`src/rtl/pkp_pkg.sv`:
```
package pkp_pkg;

  typedef enum logic [1:0] {
    ORD_RGB = 2'd0,
    ORD_BGR = 2'd1,
    ORD_GRB = 2'd2,
    ORD_BRG = 2'd3
  } order_e;

  typedef enum logic [2:0] {
    FMT_ZERO   = 3'd0,
    FMT_565P   = 3'd1,
    FMT_565L   = 3'd2,
    FMT_565LS  = 3'd3,
    FMT_666P   = 3'd4,
    FMT_666L   = 3'd5,
    FMT_888    = 3'd6,
    FMT_RSVD   = 3'd7
  } format_e;

  localparam int unsigned NUM_CH = 3;

endpackage

```
`src/rtl/pkp_swap.sv`:
```
module pkp_swap
  import pkp_pkg::*;
#(
  parameter int unsigned CH_W = 8
) (
  input  logic [CH_W-1:0] red_i,
  input  logic [CH_W-1:0] grn_i,
  input  logic [CH_W-1:0] blu_i,
  input  logic [1:0]      order_i,
  output logic [CH_W-1:0] ch0_o,
  output logic [CH_W-1:0] ch1_o,
  output logic [CH_W-1:0] ch2_o
);

  order_e ord;
  assign ord = order_e'(order_i);

  always_comb begin
    unique case (ord)
      ORD_BGR: begin ch0_o = blu_i; ch1_o = grn_i; ch2_o = red_i; end
      ORD_GRB: begin ch0_o = grn_i; ch1_o = red_i; ch2_o = blu_i; end
      ORD_BRG: begin ch0_o = blu_i; ch1_o = red_i; ch2_o = grn_i; end
      default: begin ch0_o = red_i; ch1_o = grn_i; ch2_o = blu_i; end
    endcase
  end

endmodule

```
`src/rtl/pkp_format.sv`:
```
module pkp_format
  import pkp_pkg::*;
#(
  parameter int unsigned CH_W = 8
) (
  input  logic [CH_W-1:0]          ch0_i,
  input  logic [CH_W-1:0]          ch1_i,
  input  logic [CH_W-1:0]          ch2_i,
  input  logic [2:0]               format_i,
  output logic [NUM_CH*CH_W-1:0]   word_o
);

  localparam int unsigned BUS_W = NUM_CH * CH_W;
  localparam int unsigned W5    = 5;
  localparam int unsigned W6    = 6;
  localparam int unsigned LANE1 = CH_W;
  localparam int unsigned LANE2 = 2 * CH_W;

  // MSB-kept truncations, one set per channel
  logic [W5-1:0] t5 [NUM_CH];
  logic [W6-1:0] t6 [NUM_CH];
  logic [CH_W-1:0] chs [NUM_CH];

  assign chs[0] = ch0_i;
  assign chs[1] = ch1_i;
  assign chs[2] = ch2_i;

  for (genvar g = 0; g < NUM_CH; g++) begin : g_trunc
    assign t5[g] = chs[g][CH_W-1 -: W5];
    assign t6[g] = chs[g][CH_W-1 -: W6];
  end

  format_e fmt;
  assign fmt = format_e'(format_i);

  always_comb begin
    word_o = '0;
    unique case (fmt)
      FMT_565P: begin
        word_o[2*W5+W6-1:0] = {t5[0], t6[1], t5[2]};
      end
      FMT_565L: begin
        word_o[LANE2 +: W5] = t5[0];
        word_o[LANE1 +: W6] = t6[1];
        word_o[0     +: W5] = t5[2];
      end
      FMT_565LS: begin
        word_o[LANE2+1 +: W5] = t5[0];
        word_o[LANE1   +: W6] = t6[1];
        word_o[1       +: W5] = t5[2];
      end
      FMT_666P: begin
        word_o[3*W6-1:0] = {t6[0], t6[1], t6[2]};
      end
      FMT_666L: begin
        word_o[LANE2 +: W6] = t6[0];
        word_o[LANE1 +: W6] = t6[1];
        word_o[0     +: W6] = t6[2];
      end
      FMT_888: begin
        word_o = {ch0_i, ch1_i, ch2_i};
      end
      default: word_o = '0;
    endcase
  end

  initial begin
    assert (CH_W >= W6 + 1) else $error("CH_W too narrow for lane layouts");
  end

endmodule

```
`src/rtl/pkp_out_reg.sv`:
```
module pkp_out_reg #(
  parameter int unsigned W = 24
) (
  input  logic         clk_i,
  input  logic         rst_ni,
  input  logic         valid_i,
  input  logic [W-1:0] word_i,
  output logic         valid_o,
  output logic [W-1:0] word_o
);

  always_ff @(posedge clk_i or negedge rst_ni) begin
    if (!rst_ni) begin
      valid_o <= 1'b0;
      word_o  <= '0;
    end else begin
      valid_o <= valid_i;
      if (valid_i) word_o <= word_i;
    end
  end

  AST_HOLD_IDLE: assert property (@(posedge clk_i) disable iff (!rst_ni)
    !valid_i |=> $stable(word_o));

  AST_VALID_LAT: assert property (@(posedge clk_i) disable iff (!rst_ni)
    valid_i |=> valid_o);

  AST_VALID_DROP: assert property (@(posedge clk_i) disable iff (!rst_ni)
    !valid_i |=> !valid_o);

endmodule

```
`src/rtl/rgb_bus_packer.sv`:
```
module rgb_bus_packer
  import pkp_pkg::*;
#(
  parameter int unsigned CH_W = 8
) (
  input  logic                   clk_i,
  input  logic                   rst_ni,
  input  logic                   valid_i,
  input  logic [NUM_CH*CH_W-1:0] pixel_i,
  input  logic [1:0]             order_i,
  input  logic [2:0]             format_i,
  output logic                   valid_o,
  output logic [NUM_CH*CH_W-1:0] bus_o
);

  localparam int unsigned BUS_W = NUM_CH * CH_W;

  logic [CH_W-1:0]  ch0, ch1, ch2;
  logic [BUS_W-1:0] packed_word;

  pkp_swap #(.CH_W(CH_W)) u_swap (
    .red_i   (pixel_i[2*CH_W +: CH_W]),
    .grn_i   (pixel_i[CH_W   +: CH_W]),
    .blu_i   (pixel_i[0      +: CH_W]),
    .order_i (order_i),
    .ch0_o   (ch0),
    .ch1_o   (ch1),
    .ch2_o   (ch2)
  );

  pkp_format #(.CH_W(CH_W)) u_fmt (
    .ch0_i    (ch0),
    .ch1_i    (ch1),
    .ch2_i    (ch2),
    .format_i (format_i),
    .word_o   (packed_word)
  );

  pkp_out_reg #(.W(BUS_W)) u_oreg (
    .clk_i   (clk_i),
    .rst_ni  (rst_ni),
    .valid_i (valid_i),
    .word_i  (packed_word),
    .valid_o (valid_o),
    .word_o  (bus_o)
  );

  AST_ZERO_CODES: assert property (@(posedge clk_i) disable iff (!rst_ni)
    valid_i && (format_i == 3'd0 || format_i == 3'd7) |=> bus_o == '0);

  AST_565P_HIGH: assert property (@(posedge clk_i) disable iff (!rst_ni)
    valid_i && format_i == 3'd1 |=> bus_o[BUS_W-1:16] == '0);

  AST_666L_PAD: assert property (@(posedge clk_i) disable iff (!rst_ni)
    valid_i && format_i == 3'd5 |=>
      bus_o[2*CH_W+6 +: 2] == 2'b00 && bus_o[CH_W+6 +: 2] == 2'b00 && bus_o[6 +: 2] == 2'b00);

  AST_888_PASS: assert property (@(posedge clk_i) disable iff (!rst_ni)
    valid_i && format_i == 3'd6 && order_i == 2'd0 |=> bus_o == $past(pixel_i));

  AST_666P_HIGH: assert property (@(posedge clk_i) disable iff (!rst_ni)
    valid_i && format_i == 3'd4 |=> bus_o[BUS_W-1:18] == '0);

endmodule

```
`config.mk`:
```
export PLATFORM = sky130hd
export DESIGN_NAME = rgb_bus_packer
export DESIGN_NICKNAME = d
export VERILOG_FILES = /design/src/rtl/pkp_pkg.sv /design/src/rtl/pkp_swap.sv /design/src/rtl/pkp_format.sv /design/src/rtl/pkp_out_reg.sv /design/src/rtl/rgb_bus_packer.sv
export SDC_FILE = /design/constraint.sdc
export NUM_CORES = 1
export LEC_CHECK = 0
export BUFFER_PORTS_ARGS = -buffer_cell sky130_fd_sc_hd__buf_2
export CAP_MARGIN = 20
export CORE_ASPECT_RATIO = 1.4
export CORE_MARGIN = 2
export CORE_UTILIZATION = 59
export CTS_BUF_LIST = sky130_fd_sc_hd__clkbuf_8
export CTS_CLUSTER_SIZE = 25
export DETAILED_ROUTE_END_ITERATION = 8
export PLACE_DENSITY = 0.9
export SLEW_MARGIN = 20
export SYNTH_ARGS = -nofsm -noshare
export SYNTH_HDL_FRONTEND = slang
export SYNTH_SLANG_ARGS = --single-unit
```
`constraint.sdc`:
```
create_clock -name clk_i -period 2.2 [get_ports clk_i]
set_input_delay 0.33 -clock clk_i [delete_from_list [all_inputs] [get_ports clk_i]]
set_output_delay 0.33 -clock clk_i [all_outputs]
set_load 0.05 [all_outputs]
```
==> reports/metrics.cfg, run 1 <==
[synthesis]
yosysWarnings = 0
synth_fp_nets = 275
synth_area_leaders = dfrtp_1 30%, mux2i_1 7.1%, nor2_1 5.7%
synth.mux.area_fraction_pct = 17.7
yosysSeqAreaShare_pct = 29.6
postSynthAreaPerCell_um2 = 8.70
synth_async_sr_flop_share_pct = 100
synthAdderAreaFrac_pct = 0
synth_compound_area_share_pct = 29.9
synth_top_family_by_area = compound AO/OA/AOI/OAI gates
mappedNetlistArea_mm2 = 0.00211
syn_inst = 243
synth_top_area_share_pct = 29.6
synth_top_area_cell = dfrtp_1
synth-seq-cells = 25
yosys.area_share.simple_pct = 16.2
synth_edf_count = 0
ys.flop_type = dfrtp_1
synth_xor_area_share_pct = 0
synth_cell_types = 48

[cts]
hold_buffers = 0
cts_buffer_depth = 2
cts_tree = built
postCtsSetupRepairBufs = 0
htree_levels = 1
ctsResizeCount = 0
clock_sinks = 25
clkTransAtPathRegs_ps = 90
cts_root_buffer = clkbuf_8
clock_latency_ps = 260
cts_buffers = 3

[detailed_routing]
final_antenna_net_count = 0
viasPerCell = 6.93
num_vias = 2307
wl_um = 6510
firstDrtPassIters = 5
drtIter0Drc = 185
wire_per_inst_um = 19.6
drt_drc_violations_left = 0

[global_route]
met2_usage_pct = 56.0
gr-usage-all-layers_pct = 34.4
grt_busiest_layer = met2
grt_max_degree = 38
grt_overflow = 0
gr-usage-met3_pct = 4.17
grtUsageMet1_pct = 43.5
grt_pass1_vias = 2135
grt_pass1_wl_um = 10300
antenna_found_initial = 0

[floorplanning]
start_util_pct = 62.0
ioPinCount = 57
die_w_um = 54.6
rows = 25
die_y_um = 74.8
core_mm2 = 0.00341
dieArea_mm2 = 0.00409

[finish]
layout-drive-gt1-share_pct = 30.4
regArea_um2 = 626
multiInputGateArea_mm2 = 0.00135
area_delta_synth_final_pct = 17.0
num_antenna_cells = 0
nets = 326
fillers = 270

[sta]
min_period_over_period_pct = 76.5
tns_ps = 0
fmax_ghz = 0.595
slew_headroom_pct = 56.8
min_period_ps = 1680
tightestPinTransition_ps = 631
fin_skew_ps = 0
drv_slew = 0
hold_viol_final = 0
rsz0062_at_grt = no
setup_slack_ps = 518
setup_viol_count_final = 0

[placed_design]
gp_congestion = 0.951
post-place-ws_ps = 291
port_buffers = 56
dp_hpwl_um = 4920

[worst_setup_path]
path_class = in2reg
crit_fanout = 16
crit_path_start_kind = input pin
endpoint_kind = register
cp.arrival_ps = 1850
crit_required_ps = 2360

[power]
power_leakage_nw = 1.12
powerDensity_mw_per_mm2 = 579
vdd.ir_drop.worst_v = 0.000421

[min_path]
hp-class = in2async

[outcome]
outcome = finished clean

[job]
maxCapViolCount = 0

-- path summary, 6_finish.rpt --
path	end	cells past startpoint	slack (ps)	startpoint
hold reg to reg	u_oreg.word_o[21]	1	480	u_oreg.word_o[21]
setup reg to reg	u_oreg.word_o[19]	2	1310	u_oreg.word_o[19]
hold / removal	u_oreg.word_o[9]	1	40	rst_ni
min in group clk_i	u_oreg.word_o[21]	1	480	u_oreg.word_o[21]
max in group asynchronous	u_oreg.word_o[23]	1	1770	rst_ni
setup / recovery	u_oreg.word_o[15]	6	520	order_i[1]
-- synthesized netlist by cell type, drive strengths merged, types with 2 or more instances --
master   count
a2111oi      7
a211o        2
a211oi      12
a21o         3
a21oi       10
a221o        2
a221oi       3
a31o         3
a31oi        8
buf         11
clkbuf      11
dfrtp       25
inv          5
mux2         9
mux2i       16
mux4         4
nand2       14
nand2b       6
nand3        3
nor2        32
nor2b        9
nor3         4
o211ai       5
o21ai       13
o22ai        2
o2bb2ai      5
o32a         2
or3          3
-- where the power goes --
part,leakage (nW),internal (W),switching [W]
logic,0.784,0.000198,0.000428
registers,0.309,0.000510,0.0000269
clock network,0.0269,0.000125,0.000146
-- flip-flops by register name, summed over array words and instances, names as in the netlist --
| register | flops |
|---|---|
| u_oreg.word_o | 24 |
| u_oreg.valid_o | 1 |
-- cell usage in the layout (no fill, tap or decap), types with 7 or more instances in the layout --
| cell type | n |
|---|---|
| a2111oi_0 | 7 |
| nand2_1 | 14 |
| dfrtp_1 | 25 |
| a211oi_1 | 12 |
| a31oi_1 | 8 |
| a21oi_1 | 10 |
| mux2i_1 | 15 |
| o21ai_0 | 12 |
| buf_4 | 11 |
| nor2_1 | 32 |
| nor2b_1 | 9 |
| buf_2 | 56 |
-- per-stage QoR --
stage / utilization, % / hold slack (ps) / std cells / total power [W] / cell area, um^2
global placement: 71.3 / 343 / 329 / 0.00115 / 2430
global route: 72.6 / 86.2 / 333 / 0.00149 / 2470
detailed placement: 71.3 / 364 / 329 / 0.00116 / 2430
finish: 72.6 / 37.7 / 333 / 0.00143 / 2470
floorplan: - / 34.4 / 243 / 0.000984 / 2110
CTS: 72.6 / 74.4 / 333 / 0.00143 / 2470
-- kinds of logic after synthesis --
logic type / after synthesis
muxes: 29
and+or+nand+nor: 74
AOI/OAI and AO/OA: 87
buffers and inverters: 28
DFF: 25
-- area by class of cell --
type | instances | share of cell area [%]
flip-flops and latches | 25 | 25.3
multi-input cells | 190 | 54.5
clock inverters | 1 | 0.152
inverters | 6 | 0.910
repair buffers | 68 | 15.5
well taps | 40 | 2.02
clock buffers | 3 | 1.67
-- worst max-delay path, cell delays in order --
cell and delay, ps:
buf_2 170, buf_12 180, mux2_1 360, mux2i_1 360, o21ai_0 130, a221o_1 310
-- routing by layer --
metal  up-vias  routed length (um)
li1       1030                   -
met1      1038                2330
met2       194                3180
met3        45                 698
met4         0                 303
met5         -                   0
(Power assumes the default switching activity.)
==> run 2, diff against run 1 <==
- CORE_UTILIZATION: 59 -> 55
- PLACE_DENSITY: 0.9 -> 0.85
- clock period: 2.2 -> 1.7 ns (I/O delays scaled with it)
==> run 2 against run 1 <==
Against the previous run: sequential cell count is the same; combinational power up 36%; core utilization fell by 0.57 points; largest power group unchanged; sequential power grew 29%; first-iteration DRC count is 36% lower; wire length is 2.0% higher; power grew 34%.
==> reports/metrics.cfg, run 2 (synthesized netlist as in run 1, its figures left out) <==
[sta]
tns_ps = 0
fin_skew_ps = 0
setup_slack_ps = 234
setup_viol_count_final = 0
min_period_over_period_pct = 86.3
fmax_ghz = 0.682
rsz0062_at_grt = no
tightestPinTransition_ps = 598
drv_slew = 0
slew_headroom_pct = 60.2
min_period_ps = 1470
hold_viol_final = 0

[cts]
cts_buffer_depth = 2
cts_tree = built
postCtsSetupRepairBufs = 0
htree_levels = 1
hold_buffers = 1
clkTransAtPathRegs_ps = 90
clock_latency_ps = 280
cts_buffers = 3
cts_root_buffer = clkbuf_8
clock_sinks = 25
ctsResizeCount = 0

[worst_setup_path]
crit_chain = buf_2 > buf_4 > mux2_4 > mux2i_2 > a211oi_1 > o32a_1
crit_fanout = 7
r2r-end = u_oreg.word_o[14]
crit_required_ps = 1870
r2r_start = u_oreg.word_o[14]
critPathTopFamily = multiplexers
endpoint_kind = register
path_class = in2reg
crit_path_start_kind = input pin
reg2reg_depth = 2
path_buf_inv = 2
rrSetupSlack_ps = 840
crit_path_max_incr_delay_ps = 360
cp.arrival_ps = 1640
cp_slowest_cell = o32a_1

[finish]
instances_no_fill = 359
num_antenna_cells = 0
nets = 350
final_area_mm2 = 0.00265
reg_top3 = u_oreg.word_o: 24 flops, u_oreg.valid_o: 1 flops
layout-drive-gt1-share_pct = 35.3
area_delta_synth_final_pct = 25.2
largest-register = u_oreg.word_o
final_common_cell = buf_2
largest_reg_flops = 24
layout_common_cells = 56 x buf_2, 35 x buf_4, 32 x nor2_1

[power]
power_w = 0.00191
vdd.ir_drop.worst_v = 0.000617
power_leakage_nw = 1.23
powerDensity_mw_per_mm2 = 723

[floorplanning]
dieArea_mm2 = 0.00436
rows = 26
ioPinCount = 57
die_w_um = 56.4
start_util_pct = 57.5
die_y_um = 77.4
core_mm2 = 0.00368

[detailed_routing]
firstDrtPassIters = 5
final_antenna_net_count = 0
num_vias = 2332
drt_drc_violations_left = 0
met2_length_um = 3250
viasPerCell = 6.50
wl_met3_um = 500
wl_met1_um = 2620
routed.top_layer = met4
wl_um = 6650
wire_per_inst_um = 18.5
drtIter0Drc = 118

[placed_design]
post-place-ws_ps = -43.8
place_inst = 354
dp_hpwl_um = 5070
dpl_cell_area_mm2 = 0.00259
port_buffers = 56
gp_congestion = 0.970

[outcome]
outcome = finished clean

[min_path]
holdPathEnd = u_oreg.valid_o
whs_path_depth = 2
hp-start = valid_i
hp-class = in2reg

[global_route]
grt_pass1_wl_um = 11000
grt_pass1_vias = 2261
grt_overflow = 0
gr-usage-all-layers_pct = 32.0
antenna_found_initial = 0
grt_max_degree = 26

[job]
maxCapViolCount = 0

[run 2: cell types whose count changed in the layout (fill, tap and decap cells not counted), sizes merged]
cell         before  now
buf              68   91
dlygate4sd3       0    1
[run 2: how the worst max path moves through the flow]
stage	from	end	slack (ps)	depth (start not counted)
after CTS	order_i[1]	u_oreg.word_o[11]	250	6
final	order_i[1]	u_oreg.word_o[11]	230	6
after floorplan	order_i[1]	u_oreg.word_o[16]	180	5
after global routing	order_i[1]	u_oreg.word_o[11]	160	6
after detailed placement	order_i[1]	u_oreg.word_o[11]	-40	6
after global placement	order_i[1]	u_oreg.word_o[16]	2	6
[run 2: report_power, final]
group	leakage (nW)	internal, W	total (W)	switching, W
Clock	0.0269	0.000163	0.000370	0.000207
Sequential	0.309	0.000659	0.000692	0.0000327
Combinational	0.894	0.000292	0.000852	0.000560
[run 2: stage by stage]
| stage | util (%) | hold slack [ps] |
|---|---|---|
| 2_1_floorplan | - | -40.6 |
| 3_3_place_gp | 70.5 | 278 |
| 3_5_place_dp | 70.5 | 284 |
| 4_1_cts | 72.0 | 370 |
| 5_1_grt | 72.0 | 389 |
| 6_report | 72.0 | 377 |
[run 2: area by class of cell]
class,count,area (um^2)
Tap cell,42,52.6
Timing Repair Buffer,92,553
Inverter,6,22.5
Clock inverter,1,3.75
Clock buffer,3,41.3
Multi-Input combinational cell,190,1350
Sequential cell,25,626
Fill cell,310,1030
[run 2: metal layers]
layer	global-route usage, %	vias to the layer above
li1	-	1069
met1	39.7	1093
met2	53.9	147
met3	3.17	23
met4	17.4	0
met5	0	-
